### config.mk
export PLATFORM = sky130hd
export DESIGN_NAME = cic_top
export DESIGN_NICKNAME = d
export VERILOG_FILES = /design/src/rtl/cic_pkg.sv /design/src/rtl/cic_arbiter.sv /design/src/rtl/cic_cfg_regs.sv /design/src/rtl/cic_ack_fsm.sv /design/src/rtl/cic_top.sv
export SDC_FILE = /design/constraint.sdc
export NUM_CORES = 1
export LEC_CHECK = 0
export BUFFER_PORTS_ARGS = -buffer_cell sky130_fd_sc_hd__clkbuf_2
export CORE_UTILIZATION = 52
export DETAILED_ROUTE_END_ITERATION = 8
export PLACE_DENSITY = 0.84
export SKIP_LAST_GASP = 1
export SLEW_MARGIN = 0
export SYNTH_ARGS = -nofsm -noshare
export SYNTH_HDL_FRONTEND = slang
export SYNTH_SLANG_ARGS = --single-unit
export TNS_END_PERCENT = 5
### constraint.sdc
create_clock -name clk -period 1.8 [get_ports clk]
set_clock_uncertainty 0.2 [all_clocks]
set_input_delay 0.36 -clock clk [delete_from_list [all_inputs] [get_ports clk]]
set_output_delay 0.36 -clock clk [all_outputs]
set_load 0.1 [all_outputs]
### src/rtl/cic_pkg.sv
package cic_pkg;
    localparam int UNIT_LINES = 8;
    localparam int CODE_W     = $clog2(UNIT_LINES);
    localparam int BASE_W     = 5;
    localparam int VEC_W      = BASE_W + CODE_W;
    localparam int NUM_UNITS  = 2;
    localparam int ALL_LINES  = UNIT_LINES * NUM_UNITS;
    localparam int LINE_W     = $clog2(ALL_LINES);

    typedef enum logic [1:0] {
        HS_IDLE   = 2'd0,
        HS_FIRST  = 2'd1,
        HS_GAP    = 2'd2,
        HS_SECOND = 2'd3
    } hs_state_e;
endpackage

### src/rtl/cic_arbiter.sv
module cic_arbiter #(
    parameter int N  = 8,
    parameter int IW = $clog2(N)
) (
    input  logic [N-1:0]  req,
    output logic          hit,
    output logic [IW-1:0] idx
);
    always_comb begin
        hit = 1'b0;
        idx = '0;
        for (int i = N - 1; i >= 0; i--) begin
            if (req[i]) begin
                hit = 1'b1;
                idx = IW'(i);
            end
        end
    end
endmodule

### src/rtl/cic_cfg_regs.sv
module cic_cfg_regs #(
    parameter int              ADDR_W   = 8,
    parameter int              DATA_W   = 8,
    parameter int              BASE_W   = 5,
    parameter logic [ADDR_W-1:0] PRI_ADDR = 8'h21,
    parameter logic [ADDR_W-1:0] SEC_ADDR = 8'hA1
) (
    input  logic              clk,
    input  logic              rst_n,
    input  logic              wr_en,
    input  logic [ADDR_W-1:0] wr_addr,
    input  logic [DATA_W-1:0] wr_data,
    output logic [BASE_W-1:0] pri_base,
    output logic [BASE_W-1:0] sec_base,
    output logic              cfg_ready
);
    typedef struct packed {
        logic [BASE_W-1:0] pbase;
        logic [BASE_W-1:0] sbase;
        logic              pset;
        logic              sset;
    } cfg_t;

    cfg_t cfg_d, cfg_q;
    logic [BASE_W-1:0] wr_base;

    always_comb begin
        wr_base = wr_data[DATA_W-1 -: BASE_W];
        cfg_d   = cfg_q;
        if (wr_en && wr_addr == PRI_ADDR) begin
            cfg_d.pbase = wr_base;
            cfg_d.pset  = 1'b1;
        end
        if (wr_en && wr_addr == SEC_ADDR) begin
            cfg_d.sbase = wr_base;
            cfg_d.sset  = 1'b1;
        end
    end

    always_ff @(posedge clk) begin
        if (!rst_n) cfg_q <= '0;
        else        cfg_q <= cfg_d;
    end

    assign pri_base  = cfg_q.pbase;
    assign sec_base  = cfg_q.sbase;
    assign cfg_ready = cfg_q.pset & cfg_q.sset;

    assert_ready_after_write_R2: assert property (@(posedge clk) disable iff (!rst_n)
        $rose(cfg_ready) |-> $past(wr_en));
    assert_pbase_by_write_R1: assert property (@(posedge clk) disable iff (!rst_n)
        !$stable(pri_base) |-> $past(wr_en && wr_addr == PRI_ADDR));
    assert_sbase_by_write_R1: assert property (@(posedge clk) disable iff (!rst_n)
        !$stable(sec_base) |-> $past(wr_en && wr_addr == SEC_ADDR));
endmodule

### src/rtl/cic_ack_fsm.sv
module cic_ack_fsm
    import cic_pkg::*;
(
    input  logic clk,
    input  logic rst_n,
    input  logic inta_n,
    input  logic req_any,
    output logic freeze,
    output logic release_line,
    output logic busy,
    output logic vec_valid
);
    typedef struct packed {
        hs_state_e st;
        logic      inta_prev;
    } fsm_t;

    fsm_t fsm_d, fsm_q;
    logic fall, rise;

    always_comb begin
        fall         = fsm_q.inta_prev & ~inta_n;
        rise         = ~fsm_q.inta_prev & inta_n;
        fsm_d        = fsm_q;
        fsm_d.inta_prev = inta_n;
        freeze       = 1'b0;
        release_line = 1'b0;
        unique case (fsm_q.st)
            HS_IDLE: if (fall && req_any) begin
                freeze   = 1'b1;
                fsm_d.st = HS_FIRST;
            end
            HS_FIRST:  if (rise) fsm_d.st = HS_GAP;
            HS_GAP:    if (fall) fsm_d.st = HS_SECOND;
            HS_SECOND: if (rise) begin
                release_line = 1'b1;
                fsm_d.st     = HS_IDLE;
            end
            default:   fsm_d.st = HS_IDLE;
        endcase
    end

    always_ff @(posedge clk) begin
        if (!rst_n) fsm_q <= '{st: HS_IDLE, inta_prev: 1'b1};
        else        fsm_q <= fsm_d;
    end

    assign busy      = (fsm_q.st != HS_IDLE);
    assign vec_valid = (fsm_q.st == HS_SECOND);

    assert_valid_after_low_ack_R6: assert property (@(posedge clk) disable iff (!rst_n)
        $rose(vec_valid) |-> !$past(inta_n));
    assert_release_ends_valid_R6: assert property (@(posedge clk) disable iff (!rst_n)
        release_line |=> !vec_valid);
endmodule

### src/rtl/cic_top.sv
module cic_top
    import cic_pkg::*;
#(
    parameter int                ADDR_W   = 8,
    parameter int                DATA_W   = 8,
    parameter logic [ADDR_W-1:0] PRI_ADDR = 8'hA1 ^ 8'h80,
    parameter logic [ADDR_W-1:0] SEC_ADDR = 8'hA1,
    parameter int                CASC_IN  = 2
) (
    input  logic                 clk,
    input  logic                 rst_n,
    input  logic                 wr_en,
    input  logic [ADDR_W-1:0]    wr_addr,
    input  logic [DATA_W-1:0]    wr_data,
    input  logic [ALL_LINES-1:0] irq_req,
    input  logic                 inta_n,
    output logic                 intr,
    output logic                 vec_valid,
    output logic [VEC_W-1:0]     vec_data
);
    localparam logic [ALL_LINES-1:0] LINE_MASK = ~(ALL_LINES'(1) << CASC_IN);

    typedef struct packed {
        logic [ALL_LINES-1:0] pend;
        logic [VEC_W-1:0]     vec;
        logic [LINE_W-1:0]    clr;
    } core_t;

    core_t core_d, core_q;

    logic [BASE_W-1:0]     pri_base, sec_base;
    logic                  cfg_ready;
    logic [UNIT_LINES-1:0] unit_req [NUM_UNITS];
    logic                  unit_hit [NUM_UNITS];
    logic [CODE_W-1:0]     unit_idx [NUM_UNITS];
    logic                  cascaded, freeze, release_line, busy, req_any;
    logic [VEC_W-1:0]      win_vec;
    logic [LINE_W-1:0]     win_line;

    cic_cfg_regs #(
        .ADDR_W(ADDR_W), .DATA_W(DATA_W), .BASE_W(BASE_W),
        .PRI_ADDR(PRI_ADDR), .SEC_ADDR(SEC_ADDR)
    ) u_cfg (
        .clk(clk), .rst_n(rst_n), .wr_en(wr_en), .wr_addr(wr_addr),
        .wr_data(wr_data), .pri_base(pri_base), .sec_base(sec_base),
        .cfg_ready(cfg_ready)
    );

    // unit 0 = primary, unit 1 = secondary
    always_comb begin
        unit_req[1]          = core_q.pend[ALL_LINES-1 -: UNIT_LINES];
        unit_req[0]          = core_q.pend[UNIT_LINES-1:0];
        unit_req[0][CASC_IN] = unit_hit[1];
    end

    for (genvar u = 0; u < NUM_UNITS; u++) begin : g_unit
        cic_arbiter #(.N(UNIT_LINES), .IW(CODE_W)) u_arb (
            .req(unit_req[u]), .hit(unit_hit[u]), .idx(unit_idx[u])
        );
    end

    assign req_any = cfg_ready & unit_hit[0];

    cic_ack_fsm u_fsm (
        .clk(clk), .rst_n(rst_n), .inta_n(inta_n), .req_any(req_any),
        .freeze(freeze), .release_line(release_line), .busy(busy),
        .vec_valid(vec_valid)
    );

    always_comb begin
        cascaded = unit_hit[0] && (unit_idx[0] == CODE_W'(CASC_IN));
        if (cascaded) begin
            win_vec  = {sec_base, unit_idx[1]};
            win_line = {1'b1, unit_idx[1]};
        end else begin
            win_vec  = {pri_base, unit_idx[0]};
            win_line = {1'b0, unit_idx[0]};
        end

        core_d      = core_q;
        core_d.pend = core_q.pend | (irq_req & LINE_MASK);
        if (freeze) begin
            core_d.vec = win_vec;
            core_d.clr = win_line;
        end
        if (release_line) core_d.pend[core_q.clr] = 1'b0;
    end

    always_ff @(posedge clk) begin
        if (!rst_n) core_q <= '0;
        else        core_q <= core_d;
    end

    assign intr     = req_any & ~busy;
    assign vec_data = vec_valid ? core_q.vec : '0;

    assert_pri_lowest_wins_R4: assert property (@(posedge clk) disable iff (!rst_n)
        unit_hit[0] |-> (unit_req[0][unit_idx[0]] &&
            ((unit_req[0] & ((UNIT_LINES'(1) << unit_idx[0]) - UNIT_LINES'(1))) == '0)));
    assert_sec_lowest_wins_R4: assert property (@(posedge clk) disable iff (!rst_n)
        unit_hit[1] |-> (unit_req[1][unit_idx[1]] &&
            ((unit_req[1] & ((UNIT_LINES'(1) << unit_idx[1]) - UNIT_LINES'(1))) == '0)));
    assert_vector_frozen_R7: assert property (@(posedge clk) disable iff (!rst_n)
        (vec_valid && $past(vec_valid)) |-> $stable(vec_data));
    assert_served_cleared_R8: assert property (@(posedge clk) disable iff (!rst_n)
        release_line |=> !core_q.pend[$past(core_q.clr)]);
    assert_quiet_in_handshake_R3: assert property (@(posedge clk) disable iff (!rst_n)
        vec_valid |-> !intr);
endmodule

==> results.sh, run 1 <==
export IMPL_place_gp_congestion=0.920
export IMPL_postLayoutSetupSlackWorst_ps=-257
export IMPL_powerDensity_nw_per_um2=697
export IMPL_cts_tree="yes"
export IMPL_die_area_sq_um=3750
export IMPL_power_share_sequential_pct=53.4
export IMPL_overflow=0
export IMPL_critPathArrivalTime_ps=1500
export IMPL_ctsHoldBuffers=0
export IMPL_hold_viol_final=0
export IMPL_tightestPinTransition_ps=409
export IMPL_clkPwrFrac_pct=33.4
export IMPL_grt_max_degree=28
export IMPL_wire_per_inst_um=13.8
export IMPL_p_sw_uw=431
export IMPL_end_kind="output pin"
export IMPL_synth_seq_area_share_pct=42.8
export IMPL_ys_seq_elements=39
export IMPL_drc=0
export IMPL_die_w_um=61.2
export IMPL_io_buffer_count=41
export IMPL_synthesis_nets=237
export IMPL_syn_area_sq_um=1820
export IMPL_nFillCells=239
export IMPL_antenna_found_initial=0
export IMPL_clock_tree_root_cell="clkbuf_4"
export IMPL_initial_core_util_pct=54.7
export IMPL_hpwl_um=3140
export IMPL_cts_sinks=39
export IMPL_rr_worst_depth=8
export IMPL_swShare_pct=24.8
export IMPL_hold_end="core_q[26]"
export IMPL_numCtsBuffers=5
export IMPL_final_setup_viol_count=12
export IMPL_p_int_mw=1.31
export IMPL_violations="setup timing"
export IMPL_nNetsFinal=296
export IMPL_wirelength_um=4170
export IMPL_status="complete, but fails checks"
export IMPL_fmax_mhz=486
export IMPL_power_mw=1.74
export IMPL_min_period_over_period_pct=114
export IMPL_pin_count=46
export IMPL_core_area_sq_um=3340
export IMPL_reg2reg_slack_ps=-10
export IMPL_crit_type="reg2out"
export IMPL_synthToLayoutAreaGrowth_pct=37.0
export IMPL_grt_pass1_wl_um=6640
export IMPL_dr_pass1_iters=4
export IMPL_syn_inst=197
export IMPL_r2r_end="core_q[9]"
export IMPL_via_per_inst=5.50
export IMPL_htree_levels=2
export IMPL_holdWs_ps=84.7
export IMPL_worstHoldPathCells=3
export IMPL_path_clk_slew_ps=120
export IMPL_rows=21
export IMPL_synthFlopType="dfxtp_1"
export IMPL_drive_above_1_share_pct=35.4
export IMPL_rsz0062_at_grt="yes"
export IMPL_utilization_pct=74.9
export IMPL_vias=1667
export IMPL_synthArstFlopShare_pct=0
export IMPL_detail_route_antenna_nets=0
export IMPL_drv_cap=0
export IMPL_start_kind="register"
export IMPL_drt_iter0_drc=95
export IMPL_min_period_ps=2060
export IMPL_ir_drop_mv=0.492
export IMPL_yosysWarnings=0
export IMPL_p_comb_share_pct=13.2
export IMPL_slew_headroom_pct=72.5
export IMPL_slew_viol_final=0
export IMPL_die_y_um=61.2
export IMPL_diodes=0
export IMPL_r2r_start="u_fsm.fsm_q[2]"
export IMPL_hold_start="irq_req[14]"
export IMPL_critPathMaxFanout=4
export IMPL_hold_path_class="in2reg"
export IMPL_cp_required_ps=1240
export IMPL_tns_ps=-1700
export IMPL_avgSynthCellArea_sq_um=9.26
export IMPL_synth_edf_count=0
export IMPL_power_leakage_nw=1.03
export IMPL_ys_types=37
export IMPL_cts_buffer_depth=2
export IMPL_grt_pass1_vias=1519
export IMPL_globalRouteTotalUtil_pct=24.3
export IMPL_clkLatencyLatePin_ps=340
synthesized netlist by cell type (2+ instances only):
cell,instances,area share [%]
nor2_1,7,1.4
nor2b_1,17,5.8
nand2_1,4,0.82
ha_1,4,2.7
mux2i_1,17,9.3
nor4_1,2,0.69
dfxtp_1,39,43
and2_1,8,2.7
o21ai_1,3,0.82
o21ai_0,23,6.3
a21oi_1,20,5.5
nor3b_1,3,1.2
nor3_1,3,0.82
a21boi_0,4,1.6
a31oi_1,5,1.7
nand4_1,3,1.0
inv_1,7,1.4
nor4_4,2,2.3
o31ai_1,2,0.82
clkbuf_1,7,1.4
cells in the final DEF, fill, tap and decap left out, types with 3 or more instances in the layout:
cell type / count
nand4_1: 3
nand2_1: 4
buf_12: 12
a21oi_1: 20
clkbuf_2: 31
mux2i_1: 17
a21boi_0: 4
clkbuf_4: 5
dfxtp_1: 37
o21ai_0: 23
nor3b_1: 3
nor3_1: 3
inv_1: 6
o21ai_1: 3
a31oi_1: 5
nor2_1: 6
and2_2: 8
nor2b_1: 17
buf_4: 18
metal layers:
layer / GRT usage, % / vias to the layer above / part of all wire [%] / wire length, um
met3: 5.46 / 10 / 5.2 / 217
met4: 12.3 / 0 / 2.0 / 82
met5: 0 / - / 0 / 0
met1: 30.2 / 772 / 43 / 1780
met2: 39.6 / 53 / 50 / 2090
li1: - / 832 / - / -
area by class of cell:
class	instances	area [sq um]	share of cell area, %
repair buffers	61	531	21.2
flip-flops and latches	39	786	31.4
clock inverters	3	43.8	1.75
multi-input cells	142	1020	40.7
inverters	7	26.3	1.05
well taps	46	57.6	2.30
clock buffers	5	37.5	1.50
worst max-delay path by stage:
stage                    from           to  cells after the start
2_1_floorplan  u_fsm.fsm_q[2]  vec_data[0]                      3
3_3_place_gp       core_q[19]         intr                      4
3_5_place_dp   u_fsm.fsm_q[1]    core_q[7]                      8
4_1_cts            core_q[24]         intr                      4
5_1_grt            core_q[24]         intr                      4
6_report           core_q[18]         intr                      4
power by group through the flow:
stage          clock (mW)  combinational [mW]  sequential [mW]
6_report            0.582               0.230            0.930
3_5_place_dp            0               0.212            0.946
3_3_place_gp            0               0.203            0.944
4_1_cts             0.592               0.222            0.928
2_1_floorplan           0               0.117            0.944
5_1_grt             0.636               0.257            0.934
state kept, by name (all words and copies together) (netlist names):
register / cells
core_q: 24
u_cfg.cfg_q: 2
u_cfg.pri_base: 5
u_cfg.sec_base: 5
u_fsm.fsm_q: 3
through the flow:
step | cells | instance area, sq um | setup WS [ps]
2_1_floorplan | 197 | 1850 | -232
3_3_place_gp | 292 | 2370 | -11.8
3_5_place_dp | 292 | 2370 | -53.8
4_1_cts | 303 | 2490 | -264
5_1_grt | 303 | 2500 | -335
6_report | 303 | 2500 | -257
critical path, stage by stage (launching register included):
cell and delay, ps:
dfxtp_1 360, nor4_2 310, and4_4 300, nor2_4 40
buf_12 150
kinds of logic (layout without fill, tap and decap cells):
| kind of cell | Yosys count | count (layout) | synth area share, % |
|---|---|---|---|
| buffers and inverters | 16 | 76 | 4.12 |
| adders and majority gates | 4 | 4 | 2.74 |
| AOI/OAI and AO/OA | 63 | 63 | 19.8 |
| DFF | 39 | 39 | 42.8 |
| and+or+nand+nor | 58 | 58 | 21.3 |
| muxes | 17 | 17 | 9.33 |
what timing repair did:
item                                   in CTS  in global routing
setup endpoints to repair                  19                 21
pin swaps                                   5                  1
buffers inserted                            3                  0
endpoints found under the hold margin       0                  0
gates resized for setup                     6                  1
cloned                                      0                  0
No activity file was read; power rests on OpenSTA's default activity.
==> inputs of run 2 (changes only) <==
--- a/config.mk
+++ b/config.mk
@@ -9,6 +9,7 @@
 export CORE_UTILIZATION = 52
 export DETAILED_ROUTE_END_ITERATION = 8
 export PLACE_DENSITY = 0.84
+export REMOVE_ABC_BUFFERS = 1
 export SKIP_LAST_GASP = 1
 export SLEW_MARGIN = 0
 export SYNTH_ARGS = -nofsm -noshare
==> run 2 against run 1 <==
The run still ends with setup timing left. Combinational power is essentially flat. Fmax fell by 2.3%. Non-clock buffer count grew 4. Total power rose by 7.5%. Critical path depth unchanged. First-iteration DRC count is 7.4% lower. Sequential share of layout area is 0.40 points lower. Sequential cell count unchanged. Utilization is 1.1 points higher. Clock power grew 24%. Cell count grew 1.3%. Global-route usage up 0.50 points. Largest power group unchanged.
==> results.sh, run 2 (same netlist as run 1, synthesis figures left out) <==
export IMPL_nNetsFinal=300
export IMPL_final_area_sq_um=2530
export IMPL_grt_pass1_wl_um=6750
export IMPL_multi_input_area_sq_um=1000
export IMPL_cp_slowest_cell="dfxtp_2"
export IMPL_slew_viol_final=0
export IMPL_place_area_sq_um=2370
export IMPL_cts_sinks=39
export IMPL_slowest_delay_ps=360
export IMPL_vias=1689
export IMPL_final_cell_mix="36 x dfxtp_1, 31 x clkbuf_2, 23 x o21ai_0"
export IMPL_cp_required_ps=1240
export IMPL_nFillCells=268
export IMPL_antenna_found_initial=0
export IMPL_place_ws_ps=-73.5
export IMPL_die_w_um=61.2
export IMPL_rsz0062_at_grt="yes"
export IMPL_critPathArrivalTime_ps=1540
export IMPL_final_common_cell="dfxtp_1"
export IMPL_die_y_um=61.2
export IMPL_min_period_ps=2100
export IMPL_largest_register="core_q"
export IMPL_ir_drop_mv=0.561
export IMPL_pin_count=46
export IMPL_final_seq_area_sq_um=787
export IMPL_hold_path_class="in2reg"
export IMPL_slew_headroom_pct=75.0
export IMPL_min_period_over_period_pct=117
export IMPL_critPathMaxFanout=3
export IMPL_grt_max_degree=26
export IMPL_synthToLayoutAreaGrowth_pct=39.0
export IMPL_io_buffer_count=41
export IMPL_die_area_sq_um=3750
export IMPL_globalRouteTotalUtil_pct=24.8
export IMPL_power_mw=1.87
export IMPL_via_per_inst=5.50
export IMPL_overflow=0
export IMPL_swShare_pct=22.6
export IMPL_postLayoutSetupSlackWorst_ps=-305
export IMPL_drc=0
export IMPL_p_sw_uw=423
export IMPL_power_leakage_nw=1.06
export IMPL_drv_cap=0
export IMPL_hold_viol_final=0
export IMPL_numCtsBuffers=5
export IMPL_fmax_mhz=475
export IMPL_tightestPinTransition_ps=372
export IMPL_tns_ps=-2540
export IMPL_powerDensity_nw_per_um2=739
export IMPL_place_gp_congestion=0.884
export IMPL_status="complete, but fails checks"
export IMPL_violations="setup timing"
export IMPL_crit_chain="nor4_4 > and4_4 > nor2_2 > buf_12"
export IMPL_rows=21
export IMPL_hpwl_um=3250
export IMPL_drive_above_1_share_pct=34.5
export IMPL_clock_tree_root_cell="clkbuf_4"
export IMPL_grt_pass1_vias=1557
export IMPL_core_area_sq_um=3340
export IMPL_detail_route_antenna_nets=0
export IMPL_cts_buffer_depth=2
export IMPL_path_clk_slew_ps=130
export IMPL_p_int_mw=1.45
export IMPL_clkPwrFrac_pct=38.4
export IMPL_end_kind="output pin"
export IMPL_power_share_sequential_pct=49.4
export IMPL_initial_core_util_pct=54.7
export IMPL_wire_per_inst_um=14.4
export IMPL_largest_reg_flops=24
export IMPL_htree_levels=2
export IMPL_crit_type="reg2out"
export IMPL_drt_iter0_drc=88
export IMPL_start_kind="register"
export IMPL_clkLatencyLatePin_ps=360
export IMPL_wirelength_um=4420
export IMPL_diodes=0
export IMPL_p_comb_share_pct=12.1
export IMPL_final_setup_viol_count=20
export IMPL_cts_tree="yes"
export IMPL_dr_pass1_iters=4
export IMPL_utilization_pct=76.0
-- run 2: cell type report --
class | count | share of cell area, %
Multi-Input combinational cell | 142 | 39.5
Sequential cell | 39 | 31.0
Timing Repair Buffer | 65 | 22.1
Clock inverter | 2 | 2.37
Tap cell | 46 | 2.27
Clock buffer | 6 | 1.63
Inverter | 7 | 1.04
-- run 2: critical path, delay by kind of cell, from the launching register on --
kind                   cells  cell delay, ps
and+or+nand+nor            3             660
DFF                        1             360
buffers and inverters      1             160
-- run 2: path summary, 6_finish.rpt --
kind / start / endpoint / slack, ps / cells after the start
max: core_q[26] / intr / -300 / 4
min reg2reg: u_cfg.cfg_q[0] / u_cfg.cfg_q[0] / 310 / 2
min: inta_n / u_fsm.fsm_q[0] / 20 / 2
max reg2reg: u_fsm.fsm_q[1] / core_q[6] / -140 / 8
-- run 2: what timing repair did --
item / in CTS / in global routing
hold buffers: 0 / 0
endpoints found under the setup margin: 15 / 21
resized for setup: 6 / 7
setup buffers: 2 / 1
pin swaps: 2 / 2
-- run 2: per-layer routing --
layer  up-vias  routed length, um  part of all wire (%)  global-route usage [%]
li1        832                  -                     -                       -
met3        10                180                   4.1                    5.04
met5         -                  0                     0                       0
met1       794               1850                    42                    26.8
met2        53               2320                    52                    46.6
met4         0                 66                   1.5                    10.7
-- run 2: per-stage QoR --
step | hold WS (ps) | std cells
floorplan | 233 | 188
global placement | 263 | 296
global route | 23.4 | 307
CTS | 22.4 | 306
detailed placement | 300 | 296
finish | 22.9 | 307
-- run 2: power by group through the flow --
stage	Sequential, mW	Clock [mW]	Combinational [mW]
2_1_floorplan	0.942	0	0.109
3_3_place_gp	0.940	0	0.208
3_5_place_dp	0.942	0	0.218
4_1_cts	0.923	0.719	0.224
5_1_grt	0.930	0.753	0.249
6_report	0.926	0.719	0.227
